## src/rtl/prio_bank.sv

```systemverilog
module prio_bank #(
  parameter int NUM_IRQ   = 64,
  parameter int PRIO_BITS = 5,
  parameter int AW        = 8
) (
  input  logic          clk,
  input  logic          rst_n,
  input  logic [AW-1:0] addr,
  input  logic [31:0]   wdata,
  input  logic          byte_sz,
  input  logic          wr_en,
  input  logic          rd_en,
  output logic [31:0]   rdata
);
  localparam int LOW = 8 - PRIO_BITS;
  localparam int WW  = AW - 2;
  localparam logic [7:0]  LANE_MASK = 8'(8'hFF << LOW);
  localparam logic [31:0] WORD_MASK = {4{LANE_MASK}};

  logic [PRIO_BITS-1:0] fld_q [NUM_IRQ];
  logic [WW-1:0]        word_idx;
  logic [1:0]           lane;
  logic [31:0]          rd_word;
  logic [31:0]          rd_next;

  assign word_idx = addr[AW-1:2];
  assign lane     = addr[1:0];

  always_comb begin
    rd_word = '0;
    for (int i = 0; i < NUM_IRQ; i++)
      if (word_idx == WW'(i / 4))
        rd_word[8*(i%4) +: 8] = 8'(8'(fld_q[i]) << LOW);
  end

  assign rd_next = byte_sz ? {24'h0, rd_word[8*lane +: 8]} : rd_word;

  always_ff @(posedge clk or negedge rst_n) begin
    if (!rst_n) begin
      for (int i = 0; i < NUM_IRQ; i++) fld_q[i] <= '0;
    end else if (wr_en) begin
      for (int i = 0; i < NUM_IRQ; i++) begin
        if (word_idx == WW'(i / 4)) begin
          if (!byte_sz)
            fld_q[i] <= wdata[8*(i%4)+7 -: PRIO_BITS];
          else if (lane == 2'(i % 4))
            fld_q[i] <= wdata[7 -: PRIO_BITS];
        end
      end
    end
  end

  always_ff @(posedge clk or negedge rst_n) begin
    if (!rst_n)     rdata <= '0;
    else if (rd_en) rdata <= rd_next;
  end

  AST_LOW_BITS_ZERO: assert property (@(posedge clk) disable iff (!rst_n)
    (rdata & ~WORD_MASK) == 32'h0);

  AST_OUT_OF_RANGE_ZERO: assert property (@(posedge clk) disable iff (!rst_n)
    (rd_en && (32'(addr) >= NUM_IRQ)) |=> rdata == 32'h0);

  AST_BYTE_READ_NARROW: assert property (@(posedge clk) disable iff (!rst_n)
    (rd_en && byte_sz) |=> rdata[31:8] == 24'h0);

  AST_RDATA_HOLD: assert property (@(posedge clk) disable iff (!rst_n)
    !rd_en |=> $stable(rdata));

  for (genvar g = 0; g < NUM_IRQ; g++) begin : g_chk
    AST_BYTE_WRITE_LOCAL: assert property (@(posedge clk) disable iff (!rst_n)
      (wr_en && byte_sz && addr != AW'(g)) |=> $stable(fld_q[g]));
    AST_FAR_WRITE_DROPPED: assert property (@(posedge clk) disable iff (!rst_n)
      (wr_en && (32'(addr) >= NUM_IRQ)) |=> $stable(fld_q[g]));
  end
endmodule

```

## config.mk

```make
export PLATFORM = sky130hd
export DESIGN_NAME = prio_bank
export DESIGN_NICKNAME = d
export VERILOG_FILES = /design/src/rtl/prio_bank.sv
export SDC_FILE = /design/constraint.sdc
export NUM_CORES = 1
export LEC_CHECK = 0
export CAP_MARGIN = 20
export CORE_MARGIN = 2
export CORE_UTILIZATION = 50
export CTS_BUF_LIST = sky130_fd_sc_hd__clkbuf_8
export DETAILED_ROUTE_END_ITERATION = 10
export DONT_BUFFER_PORTS = 1
export GPL_ROUTABILITY_DRIVEN = 0
export MAX_ROUTING_LAYER = met4
export PLACE_DENSITY_LB_ADDON = 0.05
export SLEW_MARGIN = 25
export SYNTH_ARGS = -nofsm -noshare
export SYNTH_HDL_FRONTEND = slang
export SYNTH_SLANG_ARGS = --single-unit
```

## constraint.sdc

```tcl
create_clock -name clk -period 3.1 [get_ports clk]
set_input_delay 0.775 -clock clk [delete_from_list [all_inputs] [get_ports clk]]
set_output_delay 0.775 -clock clk [all_outputs]
set_load 0.02 [all_outputs]
```

# [Yosys cells after proc, flatten, opt, wreduce, memory -nomap -nowiden]
# Cells that the tools add are included.
[classes] eq_ne=22 shift=1 mux=73 reduce_logical=66
[op_table] operator="2-to-1 mux 8 bit" n=64
[op_table] operator="AND reduction 3 bit" n=64
[op_table] operator="== test 6 x 4 -> 1 bit (second input constant)" n=8
[op_table] operator="2-to-1 mux 5 bit" n=8
[op_table] operator="2-to-1 mux 32 bit" n=1
[op_table] operator="indexed part select 32 x 6 -> 8 bit" n=1
[op_table] operator="== test 6 x 3 -> 1 bit (second input constant)" n=4
[op_table] operator="== test 6 x 2 -> 1 bit (second input constant)" n=2
[op_table] operator="inequality test 2 x 1 -> 1 bit (second input constant)" n=4
[op_table] operator="== test 6 x 1 -> 1 bit (second input constant)" n=1
[op_table] operator="logical NOT 6 bit" n=1
[op_table] operator="== test 2 bit (second input constant)" n=2
[op_table] operator="== test 2 x 1 -> 1 bit (second input constant)" n=1
[op_table] operator="logical NOT 2 bit" n=1
[word_totals] ff_bits=352 in_bits=45 out_inout_bits=32

# [Logic depth before layout (Yosys ltp)]
# Gate-level depths: netlist (run 1).
[depth] word_depth=19 mapped_depth=11

# [Worst setup path after synthesis (run 1)]
# Ideal clock, no wire load.
[synth_timing] path_kind="input to register" startpoint="input port addr[3]" endpoint="register rdata[3]" arrival_time_ns=2.620 setup_slack_ns=0.353 cell_stages=9 n_path_buf=2 path_cell_list="buf_2 -> or4_4 -> buf_6 -> or3_1 -> o221a_2 -> nor4b_2 -> a21oi_1 -> a2bb2oi_1 -> a31oi_1"
[synth_between] elab_chain_len=19 word_cells_on_any_way=82 classes_between="15 x eq/ne; 1 x shift; 65 x mux; 1 x reduce/logical"
[synth_lines] item="start, declared" line_no="8" rtl="input logic [AW-1:0] addr,"
[synth_lines] item="logical NOT 6 bit" line_no="32" rtl="if (word_idx == WW'(i / 4))"
[synth_lines] item="2-to-1 mux 8 bit (16 in a row)" line_no="32"
[synth_lines] item="indexed part select 32 x 6 -> 8 bit" line_no="36" rtl="assign rd_next = byte_sz ? {24'h0, rd_word[8*lane +: 8]} : rd_word;"
[synth_lines] item="2-to-1 mux 32 bit *" line_no="36"
[synth_lines] item="end signal, assigned" line_no="55" rtl="else if (rd_en) rdata <= rd_next;"
[synth_lines] item="end, declared" line_no="13" rtl="output logic [31:0] rdata"
# Mark *: on every way between the ends. The rest lies on a longest branch, timed or not.
# A chain may end at the register's enable or synchronous reset.

# [Worst setup path in the final report (run 1)]
[layout_timing] startpoint="input port addr[2]" endpoint="register rdata[7]"
# The elaborated chain is that of the path after synthesis.

==> results of run 1 <==
[cell usage in the layout, fill, tap and decap left out, drive strengths merged, types with 10 or more instances in the layout]
cell type and instances:
a21oi 79, a221oi 20, a22o 10, a22oi 27, a31oi 11, and3 25, buf 118, clkbuf 75
conb 12, dfrtp 340, inv 22, mux2 85, mux2i 26, nand2 280, nand3 15, nor2 119
nor3 26, o21ai 219, o22ai 21, or3 13
[flip-flops by register name, indices dropped and copies added, names as in the netlist]
signal / count
fld_q: 320
rdata: 20
[worst max path at each step]
stage,slack [ps],from,cells past startpoint,end
2_1_floorplan,350,addr[3],9,rdata[3]
3_3_place_gp,-8,addr[3],7,rdata[3]
3_5_place_dp,-10,addr[3],7,rdata[3]
4_1_cts,620,addr[3],7,rdata[3]
5_1_grt,490,addr[2],9,rdata[7]
6_report,550,addr[2],9,rdata[7]
[cells in the mapped netlist, drive strengths merged (3+ instances only)]
cell type    n
a21oi       79
o221ai       7
a221o        3
a2111oi      6
nand4        4
nor4         3
a22o        10
o22ai       21
mux2i       26
nor4b        4
a222oi       3
or3         13
clkbuf      55
and3        25
or4          3
or4b         3
a22oi       27
dfrtp      340
nor2       119
o2bb2ai      9
or2          4
o221a        5
nor3        26
a221oi      20
a211oi       7
nor2b        7
mux2        85
nand2b       5
and2         5
o211ai       7
inv          5
a211o        5
a21o         3
o31a         3
buf         49
o2111ai      4
nand2      280
o21a         7
a31oi       11
a31o         3
o21ai      219
nand3       15
[layout make-up]
cell class                 count  share of cell area
tap                          396             0.02775
sequential                   340              0.4765
clock buffer                  75             0.05781
clock inverter                26            0.009040
timing repair buffer         118             0.05522
inverter                       6            0.001261
multi-input combinational   1131              0.3724
[through the flow]
stage / setup WS (ps) / cells / utilization / hold WS (ps) / area (µm²)
5_1_grt: 485.4 / 2092 / 0.5822 / -158.2 / 17850
4_1_cts: 618.5 / 2092 / 0.5822 / -164.8 / 17850
2_1_floorplan: 352.6 / 1581 / - / 441.3 / 15690
3_3_place_gp: -7.960 / 1991 / 0.5432 / 452.8 / 16660
3_5_place_dp: -12.56 / 1991 / 0.5432 / 462.7 / 16660
6_report: 554.6 / 2092 / 0.5822 / -138.1 / 17850
[metal layers]
metal / GRT usage / vias to the layer above / wire length, µm
met3: 0.03790 / 95 / 2225
li1: - / 5835 / -
met5: - / - / 0
met1: 0.4281 / 6210 / 22060
met4: 0.1055 / 0 / 1476
met2: 0.4633 / 352 / 22000
[kinds of logic (layout without fill, tap and decap cells)]
group | count (synthesis) | in the layout | share of synthesized area
muxes | 111 | 111 | 0.07780
DFF | 340 | 340 | 0.5437
other | 1 | 12 | 0.0002396
buffers and inverters | 110 | 225 | 0.03446
and+or+nand+nor | 527 | 527 | 0.1528
AOI/OAI and AO/OA | 481 | 481 | 0.1910
[power by group through the flow]
stage	registers, W	logic [W]	clock network (W)
after CTS	0.00521	0.000870	0.00421
after global placement	0.00527	0.000837	0
after global routing	0.00527	0.000981	0.00441
after floorplan	0.00520	0.000677	0
after detailed placement	0.00528	0.000870	0
final	0.00521	0.000869	0.00413
==> out/results.ini, run 1 <==
[run_status]
status = finished with violations
violations = negative hold slack

[timing]
slew_headroom = 0.5182
min_period_over_period = 0.8211
tightest_slew_ps = 718.8
setup_violations = 0
layout_min_cycle_time_ps = 2545
fin_setup_tns_ps = 0
grt_setup_unrepaired = no
fmax_ghz = 0.3929
slew_viol_final = 0
whs_ps = -138.1
hold_viol = 340
finClkSkew_ps = 13.27

[final_layout]
multi_input_area_um2 = 6649
num-fill-cells = 2750
syn_to_final_growth_pct = 14.10
nets = 1699
diodes = 0
regArea_um2 = 8508
layout-drive-gt1-share = 0.1857

[clock_network]
htree_num_levels = 2
cts_setup_buffers = 0
clk_latency_ps = 610
cts_resized = 0
cts_tree = built
cts_buffers = 57
clockBufferDepth = 3
cts_sinks = 340
cts-root-buf = clkbuf_8
clk_pin_slew_ps = 60

[grt]
grt_pass1_vias = 12285
grt_pass1_wl_um = 74900
grt_max_degree = 341
gr-usage-all-layers = 0.3058
antenna_found_initial = 0
grt_overflow = 0

[power_and_ir_drop]
comb_power_share = 0.085
p_int_w = 0.007619
p_sw_frac = 0.2542
pwr-share-clk = 0.405
total_power_w = 0.01022
leakage_nw = 8.253
seq_power_share = 0.510
power_density_nw_per_um2 = 572.2
ir_worst_vdd_mv = 0.4371
p_sw_w = 0.002597

[yosys]
yosysWarnings = 0
synthArstFlopShare = 1.000
synth.area.top_cells = dfrtp_1, o21ai_0, nand2_1
ys_seq_area_frac = 0.5437
ys_seq_elements = 340
synth_edf_count = 0
yosysUniqueCellTypes = 80
synth_area_per_cell_um2 = 9.967
synth_area_um2 = 15650
ys.flop_type = dfrtp_1
synth_top_cell_by_area = dfrtp_1
synthCells = 1570
synth.top_cell.area_share = 0.5437

[route]
drt-vias-per-instance = 5.971
wire_per_inst_um = 22.83
routed_wl_um = 47760
drt_pass1_iterations = 7
drc = 0
drtIter0Drc = 1072
num_vias = 12492
ant_nets = 0

[critical_path]
cp-end-kind = flip-flop
r2r_start = fld_q[213]
path_cells = or4b_1 > nor2_2 > buf_4 > a221oi_1 > o41ai_1 > buf_4 > a211o_1 > o2111ai_1 > a31oi_1
cp_num_buf_inv = 2
critical_path_required_ps = 3630
cp_slowest_cell = or4b_1
crit_path_max_fanout = 40
worstSetupStartpointType = input pin
cpPeakStageDelay_ps = 590
regToRegEndpoint = rdata[6]
r2r_cells = 7
worstSetupPathType = input pin to flip-flop
regToRegSetupSlack_ps = 910
cp_top_family = compound AO/OA/AOI/OAI gates
cp_common_cell = buf_4
cp.arrival_ps = 3070

[placed_design]
hpwl_um = 33410
io_buffers = 0

[floorplan]
core_um2 = 30670
die_area_um2 = 32730
fp-row-count = 64
start_util = 0.5102
die_h_um = 180.9
pin_count = 77
die_w_um = 180.9

[worst_hold_path]
hp-class = input pin to asynchronous set/reset pin

[flow_run]
drv_cap = 0

(Power assumes the default switching activity.)
==> run 2: changes to the inputs <==
- ABC_AREA: unset -> 1
- clock period: 3.1 -> 2.65 ns (I/O delays scaled with it)
==> out/results.ini, run 2 <==
[run_status]
status = finished with violations
violations = negative hold slack

[grt]
grt_pass1_vias = 11826  ; -3.7%
grt_max_degree = 341  ; unchanged
antenna_found_initial = 0  ; unchanged
gr-usage-all-layers = 0.2516  ; -0.05420
grt_pass1_wl_um = 61180  ; -18%
grt_overflow = 0  ; unchanged

[timing]
fmax_ghz = 0.4563
finClkSkew_ps = 14.40  ; +1.125 ps
tightest_slew_ps = 1447  ; +728.2 ps
setup_violations = 0  ; unchanged
grt_setup_unrepaired = no
whs_ps = -231.8  ; -93.67 ps
slew_viol_final = 0  ; unchanged
layout_min_cycle_time_ps = 2191
slew_headroom = 0.03538  ; -0.4828
min_period_over_period = 0.8269
hold_viol = 125  ; -63%

[final_layout]
num-fill-cells = 2790  ; +1.5%
diodes = 0  ; unchanged
reg.largest.list = fld_q: 320 flops, rdata: 20 flops
layout.cells.most_common_list = nand2_1, dfrtp_1, o21ai_0
layout_commonest_cell = nand2_1
nets = 1970  ; +16%
largest_reg_flops = 320  ; unchanged
syn_to_final_growth_pct = 12.81
layout-drive-gt1-share = 0.1028  ; -0.08297
final_cells = 2346  ; +12%
regMostFlops = fld_q

[clock_network]
cts_sinks = 340  ; unchanged
clk_latency_ps = 610  ; about the same
cts-root-buf = clkbuf_8
cts_setup_buffers = 0  ; unchanged
cts_resized = 0  ; unchanged
clockBufferDepth = 3  ; unchanged
cts_buffers = 58  ; +1.8%
cts_tree = built
clk_pin_slew_ps = 60  ; about the same
htree_num_levels = 2  ; unchanged

[critical_path]
cp-end-kind = flip-flop
r2r_cells = 14  ; +7
cp.arrival_ps = 2670  ; -400 ps
critical_path_required_ps = 3130  ; -500 ps
path_cells = inv_1 > nor2_1 > inv_1 > nor2_4 > inv_2 > or2_0 > nand2_1 > nand4_1 > nor2_1 > nand3_1 > nand2_1 > nand3_1 > nand2_1 > nand3_1 > nand2_1 > a21oi_1
cp_slowest_cell = nor2_4
crit_path_end = rdata[6]
worstSetupStartpointType = input pin
regToRegSetupSlack_ps = 630  ; -280 ps
cpPeakStageDelay_ps = 220  ; -370 ps
crit_path_max_fanout = 4  ; -90%
crit_path_start = addr[4]
regToRegEndpoint = rdata[6]
worstSetupPathType = input pin to flip-flop
r2r_start = fld_q[293]
cp_common_cell = nand2_1

[floorplan]
fp-row-count = 63  ; -1.6%
die_area_um2 = 31840  ; -2.7%
die_h_um = 178.4  ; -1.4%
start_util = 0.5106  ; about the same
core_um2 = 29800  ; -2.8%
die_w_um = 178.4  ; -1.4%
pin_count = 77  ; unchanged

[yosys]
synth_area_per_cell_um2 = 8.273  ; -17%
synthCells = 1839  ; +17%
ys_seq_elements = 340  ; unchanged
synth_commonest_cells = nand2_1, dfrtp_1, o21ai_0
synth_edf_count = 0  ; unchanged
synth.area.top_cells = dfrtp_1, nand2_1, o21ai_0
ys.flop_type = dfrtp_1
ys_seq_area_frac = 0.5593  ; +0.01556
synthArstFlopShare = 1.000  ; unchanged
yosysUniqueCellTypes = 30  ; -63%
synth_top_cell_by_area = dfrtp_1
synth.top_cell.area_share = 0.5593  ; +0.01556
synth_area_um2 = 15210  ; -2.8%
yosysWarnings = 0  ; unchanged
synth.most_common_cell = nand2_1

[placed_design]
hpwl_um = 26560  ; -21%
dp.cells = 2255  ; +13%
io_buffers = 0  ; unchanged

[route]
wire_per_inst_um = 15.95  ; -30%
drt_pass1_iterations = 5  ; -2
num_vias = 12252  ; -1.9%
drt-vias-per-instance = 5.223  ; -13%
drtIter0Drc = 854  ; -20%
routed_wl_um = 37410  ; -22%
drc = 0  ; unchanged
ant_nets = 0  ; unchanged

[power_and_ir_drop]
total_power_w = 0.01113  ; +8.9%
ir_worst_vdd_mv = 0.5780  ; +32%
leakage_nw = 8.048  ; -2.5%
power_density_nw_per_um2 = 648.5  ; +13%

[flow_run]
drv_cap = 0  ; unchanged

[worst_hold_path]
hp-class = input pin to asynchronous set/reset pin

## run 2: cell types whose count changed in the layout (fill, tap and decap cells not counted), sizes merged, moves of 32 or more
cell	before	now
inv	22	127
mux2	85	0
buf	118	86
o21ai	219	303
nand4	4	62
nand2	280	620
nand3	15	54
nor2	119	153
## run 2: through the flow
step / cell area, µm² / worst slack (ps) / TNS [ps] / utilization
2_1_floorplan: 15250 / 443.5 / 0 / -
3_3_place_gp: 16140 / -146.3 / -7739 / 0.5416
3_5_place_dp: 16140 / -89.38 / -180.7 / 0.5418
4_1_cts: 17160 / 553.4 / 0 / 0.5760
5_1_grt: 17160 / 357.5 / 0 / 0.5760
6_report: 17160 / 458.7 / 0 / 0.5760
## run 2: area by class of cell
| type | instances | area (µm²) | share of cell area |
|---|---|---|---|
| sequential | 340 | 8508 | 0.4958 |
| multi-input combinational | 1330 | 5992 | 0.3492 |
| clock buffer | 67 | 922.1 | 0.05373 |
| timing repair buffer | 86 | 745.7 | 0.04345 |
| tap | 390 | 488.0 | 0.02843 |
| inverter | 109 | 409.1 | 0.02384 |
| clock inverter | 24 | 96.34 | 0.005614 |
## run 2: cells by family (layout without fill, tap and decap cells)
group | count (synthesis) | after routing | synth area share
buf+inv | 180 | 286 | 0.04992
simple gates | 922 | 922 | 0.2561
compound gates | 396 | 396 | 0.1345
flops | 340 | 340 | 0.5593
other cells | 1 | 12 | 0.0002465
## run 2: how the worst min path moves through the flow
stage                     startpoint         end  slack [ps]  cells after the start
after detailed placement       rst_n  fld_q[281]         380                      0
after floorplan                rst_n    fld_q[0]         370                      0
after global routing           rst_n  fld_q[283]        -270                      0
final                          rst_n  fld_q[303]        -230                      0
after CTS                      rst_n  fld_q[283]        -270                      0
after global placement         rst_n  fld_q[281]         380                      0
## run 2: power breakdown
| part | switching, W | internal, W |
|---|---|---|
| logic | 0.000542 | 0.000332 |
| registers | 0.000280 | 0.00571 |
| clock network | 0.00201 | 0.00225 |
## run 2: metal layers
layer / wire [µm] / track usage
met3: 1929 / 0.05371
met1: 17300 / 0.3291
met2: 17400 / 0.3998
met5: 0 / -
met4: 783 / 0.06775
## run 2: worst max-delay path: cells and delay by family
kind / cells / cell delay [ps]
and+or+nand+nor: 12 / 1650
buffers and inverters: 3 / 280
AOI/OAI and AO/OA: 1 / 60
==> run 3: changes to the inputs <==
- clock period: 2.65 -> 2.2 ns (I/O delays scaled with it)
==> out/results.ini, run 3 (synthesized netlist as in run 2, its figures left out) <==
[timing]
min_period_over_period = 0.9272
tightest_slew_ps = 1012  ; -434.9 ps
finClkSkew_ps = 24.63  ; +10.23 ps
slew_viol_final = 0  ; unchanged
layout_min_cycle_time_ps = 2040
grt_setup_unrepaired = no
hold_viol = 340  ; +170%
whs_ps = -360.8  ; -129.1 ps
fmax_ghz = 0.4902
setup_violations = 0  ; unchanged
slew_headroom = 0.3253  ; +0.2899

[clock_network]
cts_tree = built
clockBufferDepth = 3  ; unchanged
htree_num_levels = 2  ; unchanged
cts_setup_buffers = 0  ; unchanged
cts_sinks = 340  ; unchanged
clk_pin_slew_ps = 60  ; about the same
cts_buffers = 58  ; unchanged
cts-root-buf = clkbuf_8
clk_latency_ps = 610  ; about the same

[floorplan]
start_util = 0.5106  ; unchanged
die_w_um = 178.4  ; unchanged
die_area_um2 = 31840  ; unchanged
pin_count = 77  ; unchanged
fp-row-count = 63  ; unchanged
core_um2 = 29800  ; unchanged
die_h_um = 178.4  ; unchanged

[critical_path]
cp.arrival_ps = 2530  ; -140 ps
critical_path_required_ps = 2690  ; -440 ps
worstSetupPathType = flip-flop to flip-flop
cp_common_cell = nand4_1
crit_path_max_fanout = 2  ; -2
path_cells = nand4_1 > nand3_1 > nor2_1 > nand4_1 > nor2_1 > nand4_1 > nor2_1 > nand4_1 > nand3_1 > nand3_1 > nand2_1 > a21oi_1
cp_slowest_cell = dfrtp_1
cp-end-kind = flip-flop
worstSetupStartpointType = flip-flop
cpPeakStageDelay_ps = 380  ; +160 ps

[route]
drt_pass1_iterations = 5  ; unchanged
ant_nets = 0  ; unchanged
wire_per_inst_um = 15.65  ; -1.9%
num_vias = 12513  ; +2.1%
drtIter0Drc = 844  ; -1.2%
routed_wl_um = 37840  ; +1.1%
drt-vias-per-instance = 5.175  ; -0.91%
drc = 0  ; unchanged

[placed_design]
dp.cells = 2316  ; +2.7%
io_buffers = 0  ; unchanged
hpwl_um = 27110  ; +2.1%

[final_layout]
layout-drive-gt1-share = 0.1341  ; +0.03136
syn_to_final_growth_pct = 16.94
post-route-util = 0.5971  ; +0.02112
regMostFlops = fld_q
nets = 2031  ; +3.1%
final_cells = 2418  ; +3.1%
diodes = 0  ; unchanged
reg.largest.list = fld_q: 320 flops, rdata: 20 flops
num-fill-cells = 2766  ; -0.86%
layout.cells.most_common_list = nand2_1, dfrtp_1, o21ai_0
layout_commonest_cell = nand2_1
largest_reg_flops = 320  ; unchanged

[run_status]
status = finished with violations
violations = negative hold slack

[grt]
grt_max_degree = 341  ; unchanged
antenna_found_initial = 0  ; unchanged
grt_overflow = 0  ; unchanged
grt_pass1_vias = 11948  ; +1.0%
grt_pass1_wl_um = 62310  ; +1.8%
gr-usage-all-layers = 0.2556  ; +0.003981

[power_and_ir_drop]
total_power_w = 0.01380  ; +24%
power_density_nw_per_um2 = 775.8  ; +20%
leakage_nw = 8.431  ; +4.8%
ir_worst_vdd_mv = 0.6671  ; +15%

[worst_hold_path]
hp-class = input pin to asynchronous set/reset pin

[flow_run]
drv_cap = 0  ; unchanged

-- run 3: worst paths after layout --
path	start	cells after the start	slack, ps	end
setup / recovery	fld_q[264]	12	160	rdata[7]
max in group asynchronous	rst_n	0	1710	fld_q[290]
hold reg to reg	fld_q[128]	2	480	fld_q[128]
hold / removal	rst_n	0	-360	fld_q[304]
min in group clk	byte_sz	2	100	rdata[7]
setup reg to reg	fld_q[264]	12	160	rdata[7]
-- run 3: repair_timing --
item | in CTS | in global routing
endpoints found under the hold margin | 340 | 340
resized for setup | 0 | 1
endpoints found under the setup margin | 0 | 1
-- run 3: worst max-delay path, delay by kind of cell (launching register included) --
family / cells / cell delay [ps]
compound gates: 1 / 60
flops: 1 / 380
simple gates: 11 / 1470
-- run 3: where the power goes --
| part | leakage [nW] | internal [W] | total (W) | switching, W |
|---|---|---|---|---|
| sequential | 4.56 | 0.00688 | 0.00722 | 0.000334 |
| combinational | 3.20 | 0.000433 | 0.00109 | 0.000659 |
| clock | 0.669 | 0.00299 | 0.00549 | 0.00251 |
| total | 8.43 | 0.0103 | 0.0138 | 0.00350 |
-- run 3: routing by layer --
metal | track usage | share of wire
met1 | 0.3493 | 0.47
met2 | 0.3951 | 0.46
met3 | 0.04390 | 0.048
met4 | 0.07249 | 0.023
met5 | - | 0
-- run 3: stage by stage --
step | TNS, ps | worst slack (ps) | cell area [µm²]
2_1_floorplan | 0 | 106.0 | 15250
3_3_place_gp | -42130 | -511.0 | 16650
3_5_place_dp | -4740 | -295.5 | 16650
4_1_cts | 0 | 196.8 | 17790
5_1_grt | 0 | 2.095 | 17790
6_report | 0 | 160.2 | 17790
-- run 3: layout make-up --
type	count	area [µm²]	share of cell area
clock buffers	74	1018	0.05725
multi-input cells	1330	5995	0.3369
well taps	390	488.0	0.02743
flip-flops and latches	340	8508	0.4782
repair buffers	147	1254	0.07047
clock inverters	28	118.9	0.006681
inverters	109	409.1	0.02300
